`src/rtl/dct_pkg.sv`:
```
package dct_pkg;

    // Comparator mode field encoding.
    typedef enum logic [1:0] {
        CMP_OFF = 2'd0,
        CMP_EQ  = 2'd1,
        CMP_GE  = 2'd2,
        CMP_LAT = 2'd3
    } cmp_mode_e;

    // Word index (byte offset bits 2:1) of each register.
    localparam logic [1:0] WIDX_CMPA = 2'd0;
    localparam logic [1:0] WIDX_CMPB = 2'd1;
    localparam logic [1:0] WIDX_CNT  = 2'd2;
    localparam logic [1:0] WIDX_CFG  = 2'd3;

    // Setup register bit positions.
    localparam int unsigned B_RUN   = 15;
    localparam int unsigned B_FLGB  = 14;
    localparam int unsigned B_FLGA  = 13;
    localparam int unsigned B_LOCK  = 12;
    localparam int unsigned B_STOP  = 11;
    localparam int unsigned B_EXT   = 10;
    localparam int unsigned B_MODEB = 8;
    localparam int unsigned B_MODEA = 6;
    localparam int unsigned B_REV   = 5;
    localparam int unsigned B_SRC   = 4;

    localparam int unsigned SCALE_BITS = 4;

    typedef struct packed {
        logic                  run;
        logic                  stop_en;
        logic                  ext_en;
        cmp_mode_e             mode_b;
        cmp_mode_e             mode_a;
        logic                  rev_en;
        logic                  src_fast;
        logic [SCALE_BITS-1:0] scale;
    } cfg_t;

endpackage

```
`src/rtl/dct_prescale.sv`:
```
module dct_prescale #(
    parameter int unsigned SCALE_W = 4
) (
    input  logic               clk_i,
    input  logic               rst_ni,
    input  logic               run_i,
    input  logic               src_i,
    input  logic [SCALE_W-1:0] scale_i,
    output logic               tick_o
);

    localparam int unsigned DIV_W = (1 << SCALE_W) - 1;

    typedef struct packed {
        logic [DIV_W-1:0] phase;
    } pre_st_t;

    pre_st_t          st_d, st_q;
    logic [DIV_W-1:0] limit;

    always_comb begin
        limit  = ~({DIV_W{1'b1}} << scale_i);
        st_d   = st_q;
        tick_o = 1'b0;
        if (!run_i) begin
            st_d.phase = '0;
        end else if (src_i) begin
            if (st_q.phase == limit) begin
                tick_o     = 1'b1;
                st_d.phase = '0;
            end else begin
                st_d.phase = st_q.phase + 1'b1;
            end
        end
    end

    always_ff @(posedge clk_i or negedge rst_ni) begin
        if (!rst_ni) begin
            st_q <= '0;
        end else begin
            st_q <= st_d;
        end
    end

endmodule

```
`src/rtl/dct_counter.sv`:
```
module dct_counter
    import dct_pkg::*;
#(
    parameter int unsigned W = 16
) (
    input  logic                clk_i,
    input  logic                rst_ni,
    input  logic                tick_i,
    input  logic                ld_i,
    input  logic [W-1:0]        ld_val_i,
    input  logic [1:0][W-1:0]   cmp_i,
    input  logic [1:0]          cmp_en_i,
    input  cmp_mode_e           out_mode_i,
    output logic [W-1:0]        cnt_o,
    output logic [1:0]          hit_o,
    output logic                out_o
);

    localparam int unsigned NCMP = 2;

    typedef struct packed {
        logic [W-1:0] cnt;
        logic         lat;
    } cnt_st_t;

    cnt_st_t      st_d, st_q;
    logic         adv;
    logic         wrap;
    logic [W-1:0] nxt;

    assign adv  = tick_i & ~ld_i;
    assign wrap = (st_q.cnt == cmp_i[1]);
    assign nxt  = wrap ? '0 : st_q.cnt + 1'b1;

    for (genvar g = 0; g < NCMP; g++) begin : g_cmp
        assign hit_o[g] = adv & cmp_en_i[g] & (nxt == cmp_i[g]);
    end

    always_comb begin
        st_d = st_q;
        if (ld_i) begin
            st_d.cnt = ld_val_i;
        end else if (adv) begin
            st_d.cnt = nxt;
            if (nxt == cmp_i[0]) begin
                st_d.lat = 1'b1;
            end else if (wrap) begin
                st_d.lat = 1'b0;
            end
        end
    end

    always_comb begin
        unique case (out_mode_i)
            CMP_EQ:  out_o = (st_q.cnt == cmp_i[0]);
            CMP_GE:  out_o = (st_q.cnt >= cmp_i[0]);
            CMP_LAT: out_o = st_q.lat;
            default: out_o = 1'b0;
        endcase
    end

    assign cnt_o = st_q.cnt;

    always_ff @(posedge clk_i or negedge rst_ni) begin
        if (!rst_ni) begin
            st_q <= '0;
        end else begin
            st_q <= st_d;
        end
    end

endmodule

```
`src/rtl/dct_regs.sv`:
```
module dct_regs
    import dct_pkg::*;
#(
    parameter int unsigned W = 16
) (
    input  logic         clk_i,
    input  logic         rst_ni,
    input  logic         wr_en_i,
    input  logic [2:0]   addr_i,
    input  logic [W-1:0] wr_data_i,
    input  logic [1:0]   hit_i,
    input  logic [W-1:0] cnt_i,
    output logic [W-1:0] rd_data_o,
    output logic [W-1:0] cmpa_o,
    output logic [W-1:0] cmpb_o,
    output cfg_t         cfg_o,
    output logic         lock_o,
    output logic [1:0]   flag_o,
    output logic         ld_o
);

    typedef struct packed {
        logic [W-1:0] cmpa;
        logic [W-1:0] cmpb;
        cfg_t         cfg;
        logic         lock;
        logic         flga;
        logic         flgb;
    } reg_st_t;

    reg_st_t    st_d, st_q;
    logic       even;
    logic [1:0] widx;
    logic       ena;
    logic       wr_cfg;

    assign even   = ~addr_i[0];
    assign widx   = addr_i[2:1];
    assign ena    = (st_q.cfg.mode_a != CMP_OFF);
    assign wr_cfg = wr_en_i & even & (widx == WIDX_CFG);
    assign ld_o   = wr_en_i & even & (widx == WIDX_CNT);

    always_comb begin
        st_d = st_q;
        if (wr_en_i && even) begin
            unique case (widx)
                WIDX_CMPA: begin
                    if (!ena || (wr_data_i <= st_q.cmpb)) begin
                        st_d.cmpa = wr_data_i;
                    end
                end
                WIDX_CMPB: begin
                    if ((wr_data_i != '0) && (!ena || (wr_data_i >= st_q.cmpa))) begin
                        st_d.cmpb = wr_data_i;
                    end
                end
                default: ;
            endcase
        end
        if (wr_cfg) begin
            if (!st_q.lock) begin
                st_d.cfg.stop_en  = wr_data_i[B_STOP];
                st_d.cfg.ext_en   = wr_data_i[B_EXT];
                st_d.cfg.mode_b   = cmp_mode_e'(wr_data_i[B_MODEB +: 2]);
                st_d.cfg.mode_a   = cmp_mode_e'(wr_data_i[B_MODEA +: 2]);
                st_d.cfg.rev_en   = wr_data_i[B_REV];
                st_d.cfg.src_fast = wr_data_i[B_SRC];
                st_d.cfg.scale    = wr_data_i[SCALE_BITS-1:0];
                st_d.lock         = 1'b1;
            end
            st_d.cfg.run = wr_data_i[B_RUN];
            if (wr_data_i[B_FLGA]) begin
                st_d.flga = 1'b0;
            end
            if (wr_data_i[B_FLGB]) begin
                st_d.flgb = 1'b0;
            end
        end
        // A new event in the same cycle outranks a clear.
        if (hit_i[0]) begin
            st_d.flga = 1'b1;
        end
        if (hit_i[1]) begin
            st_d.flgb = 1'b1;
        end
    end

    always_comb begin
        rd_data_o = '0;
        if (even) begin
            unique case (widx)
                WIDX_CMPA: rd_data_o = st_q.cmpa;
                WIDX_CMPB: rd_data_o = st_q.cmpb;
                WIDX_CNT:  rd_data_o = cnt_i;
                default:   rd_data_o = {st_q.cfg.run, st_q.flgb, st_q.flga, st_q.lock,
                                        st_q.cfg.stop_en, st_q.cfg.ext_en,
                                        st_q.cfg.mode_b, st_q.cfg.mode_a,
                                        st_q.cfg.rev_en, st_q.cfg.src_fast,
                                        st_q.cfg.scale};
            endcase
        end
    end

    assign cmpa_o = st_q.cmpa;
    assign cmpb_o = st_q.cmpb;
    assign cfg_o  = st_q.cfg;
    assign lock_o = st_q.lock;
    assign flag_o = {st_q.flgb, st_q.flga};

    always_ff @(posedge clk_i or negedge rst_ni) begin
        if (!rst_ni) begin
            st_q      <= '0;
            st_q.cmpa <= '1;
            st_q.cmpb <= '1;
        end else begin
            st_q <= st_d;
        end
    end

endmodule

```
`src/rtl/dual_cmp_timer.sv`:
```
module dual_cmp_timer
    import dct_pkg::*;
#(
    parameter int unsigned DATA_W = 16
) (
    input  logic              clk_i,
    input  logic              rst_ni,
    input  logic              slow_tick_i,
    input  logic              fast_tick_i,
    input  logic              wr_en_i,
    input  logic [2:0]        addr_i,
    input  logic [DATA_W-1:0] wr_data_i,
    output logic [DATA_W-1:0] rd_data_o,
    output logic              out_o
);

    cfg_t              cfg_w;
    logic              lock_w;
    logic [1:0]        flag_w;
    logic [1:0]        hit_w;
    logic              ld_w;
    logic              tick_w;
    logic              src_w;
    logic [DATA_W-1:0] cnt_w;
    logic [DATA_W-1:0] cmpa_w;
    logic [DATA_W-1:0] cmpb_w;

    dct_regs #(.W(DATA_W)) u_regs (
        .clk_i     (clk_i),
        .rst_ni    (rst_ni),
        .wr_en_i   (wr_en_i),
        .addr_i    (addr_i),
        .wr_data_i (wr_data_i),
        .hit_i     (hit_w),
        .cnt_i     (cnt_w),
        .rd_data_o (rd_data_o),
        .cmpa_o    (cmpa_w),
        .cmpb_o    (cmpb_w),
        .cfg_o     (cfg_w),
        .lock_o    (lock_w),
        .flag_o    (flag_w),
        .ld_o      (ld_w)
    );

    assign src_w = cfg_w.src_fast ? fast_tick_i : slow_tick_i;

    dct_prescale #(.SCALE_W(SCALE_BITS)) u_pre (
        .clk_i   (clk_i),
        .rst_ni  (rst_ni),
        .run_i   (cfg_w.run),
        .src_i   (src_w),
        .scale_i (cfg_w.scale),
        .tick_o  (tick_w)
    );

    dct_counter #(.W(DATA_W)) u_cnt (
        .clk_i      (clk_i),
        .rst_ni     (rst_ni),
        .tick_i     (tick_w),
        .ld_i       (ld_w),
        .ld_val_i   (wr_data_i),
        .cmp_i      ({cmpb_w, cmpa_w}),
        .cmp_en_i   ({cfg_w.mode_b != CMP_OFF, cfg_w.mode_a != CMP_OFF}),
        .out_mode_i (cfg_w.mode_a),
        .cnt_o      (cnt_w),
        .hit_o      (hit_w),
        .out_o      (out_o)
    );

endmodule

```
`config.mk`:
```
export PLATFORM = sky130hd
export DESIGN_NAME = dual_cmp_timer
export DESIGN_NICKNAME = d
export VERILOG_FILES = /design/src/rtl/dct_pkg.sv /design/src/rtl/dct_prescale.sv /design/src/rtl/dct_counter.sv /design/src/rtl/dct_regs.sv /design/src/rtl/dual_cmp_timer.sv
export SDC_FILE = /design/constraint.sdc
export NUM_CORES = 1
export LEC_CHECK = 0
export ABC_AREA = 1
export CORE_UTILIZATION = 50
export CTS_CLUSTER_SIZE = 12
export DETAILED_ROUTE_END_ITERATION = 16
export GPL_ROUTABILITY_DRIVEN = 1
export GPL_TIMING_DRIVEN = 0
export HOLD_SLACK_MARGIN = 0.03
export PLACE_DENSITY = 0.71
export SLEW_MARGIN = 20
export SYNTH_ARGS = -nofsm -noshare
export SYNTH_HDL_FRONTEND = slang
export SYNTH_HIERARCHICAL = 1
export SYNTH_SLANG_ARGS = --single-unit
```
`constraint.sdc`:
```
create_clock -name clk_i -period 6.25 [get_ports clk_i]
set_clock_uncertainty 0.15 [all_clocks]
set_input_delay 1.25 -clock clk_i [delete_from_list [all_inputs] [get_ports clk_i]]
set_output_delay 1.25 -clock clk_i [all_outputs]
set_load 0.02 [all_outputs]
```
; ---- Yosys cells after proc, flatten, opt, wreduce, memory -nomap -nowiden
; Index checks and enable logic that the tools add are counted.
[word_totals]
out_inout_bits = 17
inputBits = 24
reg_bits = 80
elab_cells = 87
[classes]
eq_ne = 12
n_shift = 1
reduce_logical = 21
muxes = 20
bitwise_logic = 12
magnitude_cmp = 3
addsub = 2
[ops]
columns = op, count
row1 = $eq A16 B16 Y1, 4
row2 = $mux W16, 3
row3 = $pmux W16 S3, 1
row4 = $mux W15, 3
row5 = $ge A16 B16 Y1, 2
row6 = $mux W17, 1
row7 = $add A16 B1 Y16 const B, 1
row8 = $le A16 B16 Y1, 1
row9 = $reduce_bool A16 Y1, 1
row10 = $reduce_bool A2 Y1, 8
row11 = $add A15 B1 Y15 const B, 1
row12 = $eq A15 B15 Y1, 1
row13 = $not A15 Y15, 1
row14 = $shl A15 B4 Y15 const A, 1
row15 = $mux W1, 10
row16 = $reduce_and A3 Y1, 3
row17 = $and A1 B1 Y1, 8
row18 = $eq A2 B2 Y1 const B, 4
row19 = $reduce_and A2 Y1, 3
row20 = $eq A2 B1 Y1 const B, 2
row21 = $not A1 Y1, 3
row22 = $pmux W1 S3, 1
row23 = $logic_and A1 B1 Y1, 2
row24 = $logic_not A2 Y1, 1
row25 = other kinds (4), 5

; ---- Longest topological paths before layout
[logic_depth]
ltp_word = 11
mapped_depth = 21
ltp_nobuf = 19

; ---- By module
; The synthesis kept the hierarchy.
[modules_own_cells]
columns = module, seq_area_each_um2, cells_per_inst, n_inst, area_per_inst_um2
row1 = dct_regs, 1241.2, 436, 1, 3438.3
row2 = dct_counter, 425.4, 421, 1, 2477.4
row3 = dct_prescale, 375.4, 239, 1, 1360.1
row4 = dual_cmp_timer, 0.0, 6, 1, 27.5

; ---- Worst setup path after synthesis
; No wires, ideal clock.
[synth_path]
path_type = input port to output port
startpoint = input addr_i[2]
endpoint = output rd_data_o[0]
t_arrival_ps = 2251
t_required_ps = 4850
cell_stages = 7
slack_ps = 2599
path_buffers = 2
cell_sequence = buf_6 > clkinv_2 > or2_2 > buf_6 > o2111ai_1 > o211ai_1 > inv_1
[synth_via]
elab_chain_cells = 3
elab_cells_between_ends = 5
classes_between = 2 x eq/ne / 2 x mux / 1 x reduce/logical
[synth_lines]
columns = element, line
row1 = from (decl), dual_cmp_timer.sv:11  ; input logic [2:0] addr_i,
row2 = "$eq A2 B2 Y1, or another cell as far along", dct_regs.sv:91  ; unique case (widx)
row3 = $pmux W16 S3 *, dct_regs.sv:91
row4 = $mux W16 *, dct_regs.sv:90  ; if (even) begin
row5 = to (decl), dual_cmp_timer.sv:13  ; output logic [DATA_W-1:0] rd_data_o,
; Mark *: on every way between the ends. The rest lies on a longest branch, timed or not.

; ---- Final worst setup path
[layout_path]
startpoint = input addr_i[1]
endpoint = output rd_data_o[13]
; Same word-level chain as after synthesis.

==> impl_metrics.env <==
export IMPL_hold_start="u_regs/flag_o[1]$_DFFE_PN0P_"
export IMPL_p_per_area_nw_per_um2=284
export IMPL_cts_resized=0
export IMPL_synth_area_leaders="nand2_1 19%, dfrtp_1 16%, dfstp_2 12%"
export IMPL_cts_tree="done"
export IMPL_tightest_slew_ns=0.569
export IMPL_p_switching_mw=1.01
export IMPL_cap_violations=0
export IMPL_preCtsSetupSlack_ns=1.33
export IMPL_boundaryPins=41
export IMPL_vias=7258
export IMPL_cts_root_buf="clkbuf_16"
export IMPL_grt_pass1_vias=6324
export IMPL_routed_via_density=5.42
export IMPL_final_cell_area_sq_um=8220
export IMPL_ys_types=43
export IMPL_drt_iter0_drc=816
export IMPL_wl_met3_microns=2050
export IMPL_clockBufferDepth=2
export IMPL_rr_startpoint="u_regs/cfg_o[2]$_DFFE_PN0P_"
export IMPL_synth_edf_count=0
export IMPL_dr_pass1_iters=6
export IMPL_period_needed_ns=4.99
export IMPL_clock_latency_ns=0.35
export IMPL_timing_critical_path_arrival_ns=3.59
export IMPL_critPathKind="primary input to output pin"
export IMPL_h_tree_depth=3
export IMPL_r2r_end="u_cnt/cnt_o[0]$_DFFE_PN0P_"
export IMPL_grt_setup_unrepaired="false"
export IMPL_vdd_drop_max_mv=0.240
export IMPL_area_growth_pct=12.5
export IMPL_post_route_util_pct=58.5
export IMPL_cts_sinks=80
export IMPL_grt_pass1_wl_microns=35200
export IMPL_portBuffers=39
export IMPL_whs_path_depth=1
export IMPL_wl_per_cell_microns=16.8
export IMPL_worst_path_most_repeated_cell="clkdlybuf4s50_1"
export IMPL_tritoncts_num_buffers=9
export IMPL_hpwl_microns=18100
export IMPL_r2r_slack_ns=2.90
export IMPL_drive_gt1_share_pct=12.3
export IMPL_start_util_pct=52.0
export IMPL_endpoint_kind="output pin"
export IMPL_max_slew_margin_pct=62.1
export IMPL_fin_crit_sh_pct=79.9
export IMPL_synth_seq_area_share_pct=28.0
export IMPL_yosysTopAreaCell="nand2_1"
export IMPL_regArea_sq_um=2040
export IMPL_routed_top_layer="met4"
export IMPL_synth_area_sq_um=7300
export IMPL_antenna_found_initial=0
export IMPL_fp_coreArea_sq_um=14000
export IMPL_drv_slew=0
export IMPL_final_nets=1227
export IMPL_fmaxAchievable_mhz=200
export IMPL_critPathRequiredTime_ns=4.85
export IMPL_netSwitchingFraction_pct=43.1
export IMPL_grt_total_usage_pct=31.5
export IMPL_synth_cells=1102
export IMPL_synth_top_area_share_pct=19.4
export IMPL_r2r_worst_path_cells=16
export IMPL_gp_congestion=0.935
export IMPL_fp_dieArea_sq_um=15100
export IMPL_synthesis_nets=1176
export IMPL_avgSynthCellArea_sq_um=6.63
export IMPL_holdBufCountCts=0
export IMPL_grt_max_degree=55
export IMPL_ys_async_sr_fraction_pct=100
export IMPL_crit_chain="clkdlybuf4s50_1 > buf_4 > nand2_4 > clkbuf_1 > o21ai_0 > o221ai_1 > inv_1 > clkdlybuf4s50_1"
export IMPL_start_kind="primary input"
export IMPL_totalWireLength_microns=22500
export IMPL_finalHoldViolCount=0
export IMPL_wl_met2_microns=9200
export IMPL_synth_seq_cells=80
export IMPL_p_clk_share_pct=21.4
export IMPL_path_max_fanout=10
export IMPL_pwr_share_comb_pct=44.0
export IMPL_die_h_microns=123
export IMPL_fin_setup_tns_ns=0
export IMPL_ys_warn_count=6
export IMPL_placed_area_sq_um=7940
export IMPL_drc=0
export IMPL_power_frac_seq_pct=34.6
export IMPL_p_int_mw=1.33
export IMPL_run_status="finished clean"
export IMPL_fillCellCount=1418
export IMPL_m1WireLength_microns=10700
export IMPL_grt_remaining_overflow=0
export IMPL_chipWidth_microns=123
export IMPL_post_cts_buffers=0
export IMPL_worst_slack_ns=1.26
export IMPL_multi_input_area_sq_um=4280
export IMPL_setup_viol=0
export IMPL_clk_pin_slew_ns=0.06
export IMPL_slowest_delay_ns=0.53
export IMPL_ys_flop_type="dfrtp_1"
export IMPL_leakage_nw=4.24
export IMPL_holdPathEnd="u_regs/flag_o[1]$_DFFE_PN0P_"
export IMPL_crit_slowest_cell="clkdlybuf4s50_1"
export IMPL_hold_class="flip-flop to flip-flop"
export IMPL_postRouteAntennaNets=0
export IMPL_antenna_cells=0
export IMPL_row_count=43
## metrics by stage
step / total power, mW / cells / hold WS [ns]
2_1_floorplan: 1.50 / 1102 / 0.303
3_3_place_gp: 1.80 / 1321 / 0.315
3_5_place_dp: 1.82 / 1322 / 0.320
4_1_cts: 2.33 / 1338 / 0.333
5_1_grt: 2.53 / 1338 / 0.349
6_report: 2.34 / 1338 / 0.331
## cell families after synthesis
kind of cell | synth area share, %
flip-flops | 28.0
AND/OR/NAND/NOR | 35.2
adder cells (fa/ha/maj) | 8.57
AO/OA/AOI/OAI | 11.6
multiplexers | 0.822
XOR/XNOR | 2.40
buffers and inverters | 13.4
## power by group through the flow
stage | Sequential (mW) | Combinational [mW] | Clock (mW)
floorplan | 0.741 | 0.761 | 0
CTS | 0.806 | 1.02 | 0.508
global route | 0.822 | 1.17 | 0.535
detailed placement | 0.814 | 1.01 | 0
global placement | 0.813 | 0.990 | 0
finish | 0.809 | 1.03 | 0.499
## cell usage in the layout, fill, tap and decap left out, types with 6 or more instances in the layout
master           synthesis  final
nand2_1                377    377
dfrtp_1                 48     48
inv_1                  151    151
buf_2                    6      6
clkbuf_16                0      9
inv_2                   16     16
o22ai_1                  9      9
nor2_2                   7      7
a21oi_1                 27     27
clkdlybuf4s50_1          0     38
ha_1                    50     50
clkbuf_1                11     12
o21ai_0                 37     37
nand3_1                 93     93
o211ai_1                11     11
nand4_1                  9      9
buf_6                    9      9
dfstp_2                 32     32
nor3_1                  12     12
o221ai_1                31     31
o21ai_1                  7      7
nand2_2                 14     14
xor2_1                  19     19
buf_4                   20     21
nor2_1                  64     64
## layout make-up
cell class | count | area share (%)
Buffer | 46 | 3.93
Multi-Input combinational cell | 802 | 52.1
Sequential cell | 80 | 24.8
Tap cell | 180 | 2.74
Clock inverter | 5 | 0.381
Timing Repair Buffer | 40 | 5.05
Inverter | 174 | 7.98
Clock buffer | 11 | 2.95
## flip-flops by register name, indices dropped and copies added (netlist names)
| signal | flops |
|---|---|
| u_cnt/cnt_o | 16 |
| u_pre/st_q | 15 |
| u_regs/cmpb_o | 16 |
| u_regs/cmpa_o | 16 |
| u_regs/cfg_o | 13 |
| u_regs/flag_o | 2 |
| u_regs/lock_o | 1 |
| u_cnt/st_q | 1 |
## cells in the mapped netlist, types with 7 or more instances
library cell,number
buf_6,9
o221ai_1,31
nand3_1,93
nand4_1,9
buf_4,20
nor2_1,64
dfstp_2,32
o22ai_1,9
nor2_2,7
ha_1,50
inv_2,16
inv_1,151
o21ai_0,37
o211ai_1,11
dfrtp_1,48
xor2_1,19
nand2_1,377
a21oi_1,27
clkbuf_1,11
nand2_2,14
nor3_1,12
o21ai_1,7
## worst max-delay path: cells and delay by family
| family | cells | cell delay, ns |
|---|---|---|
| AOI/OAI and AO/OA | 2 | 0.45 |
| buffers and inverters | 5 | 1.76 |
| and+or+nand+nor | 1 | 0.12 |
## metal layers
| layer | track usage, % | vias to the layer above |
|---|---|---|
| li1 | - | 3635 |
| met1 | 47.5 | 3285 |
| met2 | 44.2 | 309 |
| met3 | 7.06 | 29 |
| met4 | 8.99 | 0 |
| met5 | 0 | - |
## worst max path at each step
stage	from	to	slack, ns	cells after the start
floorplan	addr_i[2]	rd_data_o[0]	2.60	7
global placement	rst_ni	u_pre/st_q[7]$_DFFE_PN0P_	0.76	1
detailed placement	addr_i[1]	rd_data_o[13]	1.33	8
CTS	addr_i[1]	rd_data_o[13]	1.32	8
global route	addr_i[1]	rd_data_o[13]	1.17	8
finish	addr_i[1]	rd_data_o[13]	1.26	8
Power figures use the tool's default switching activity.
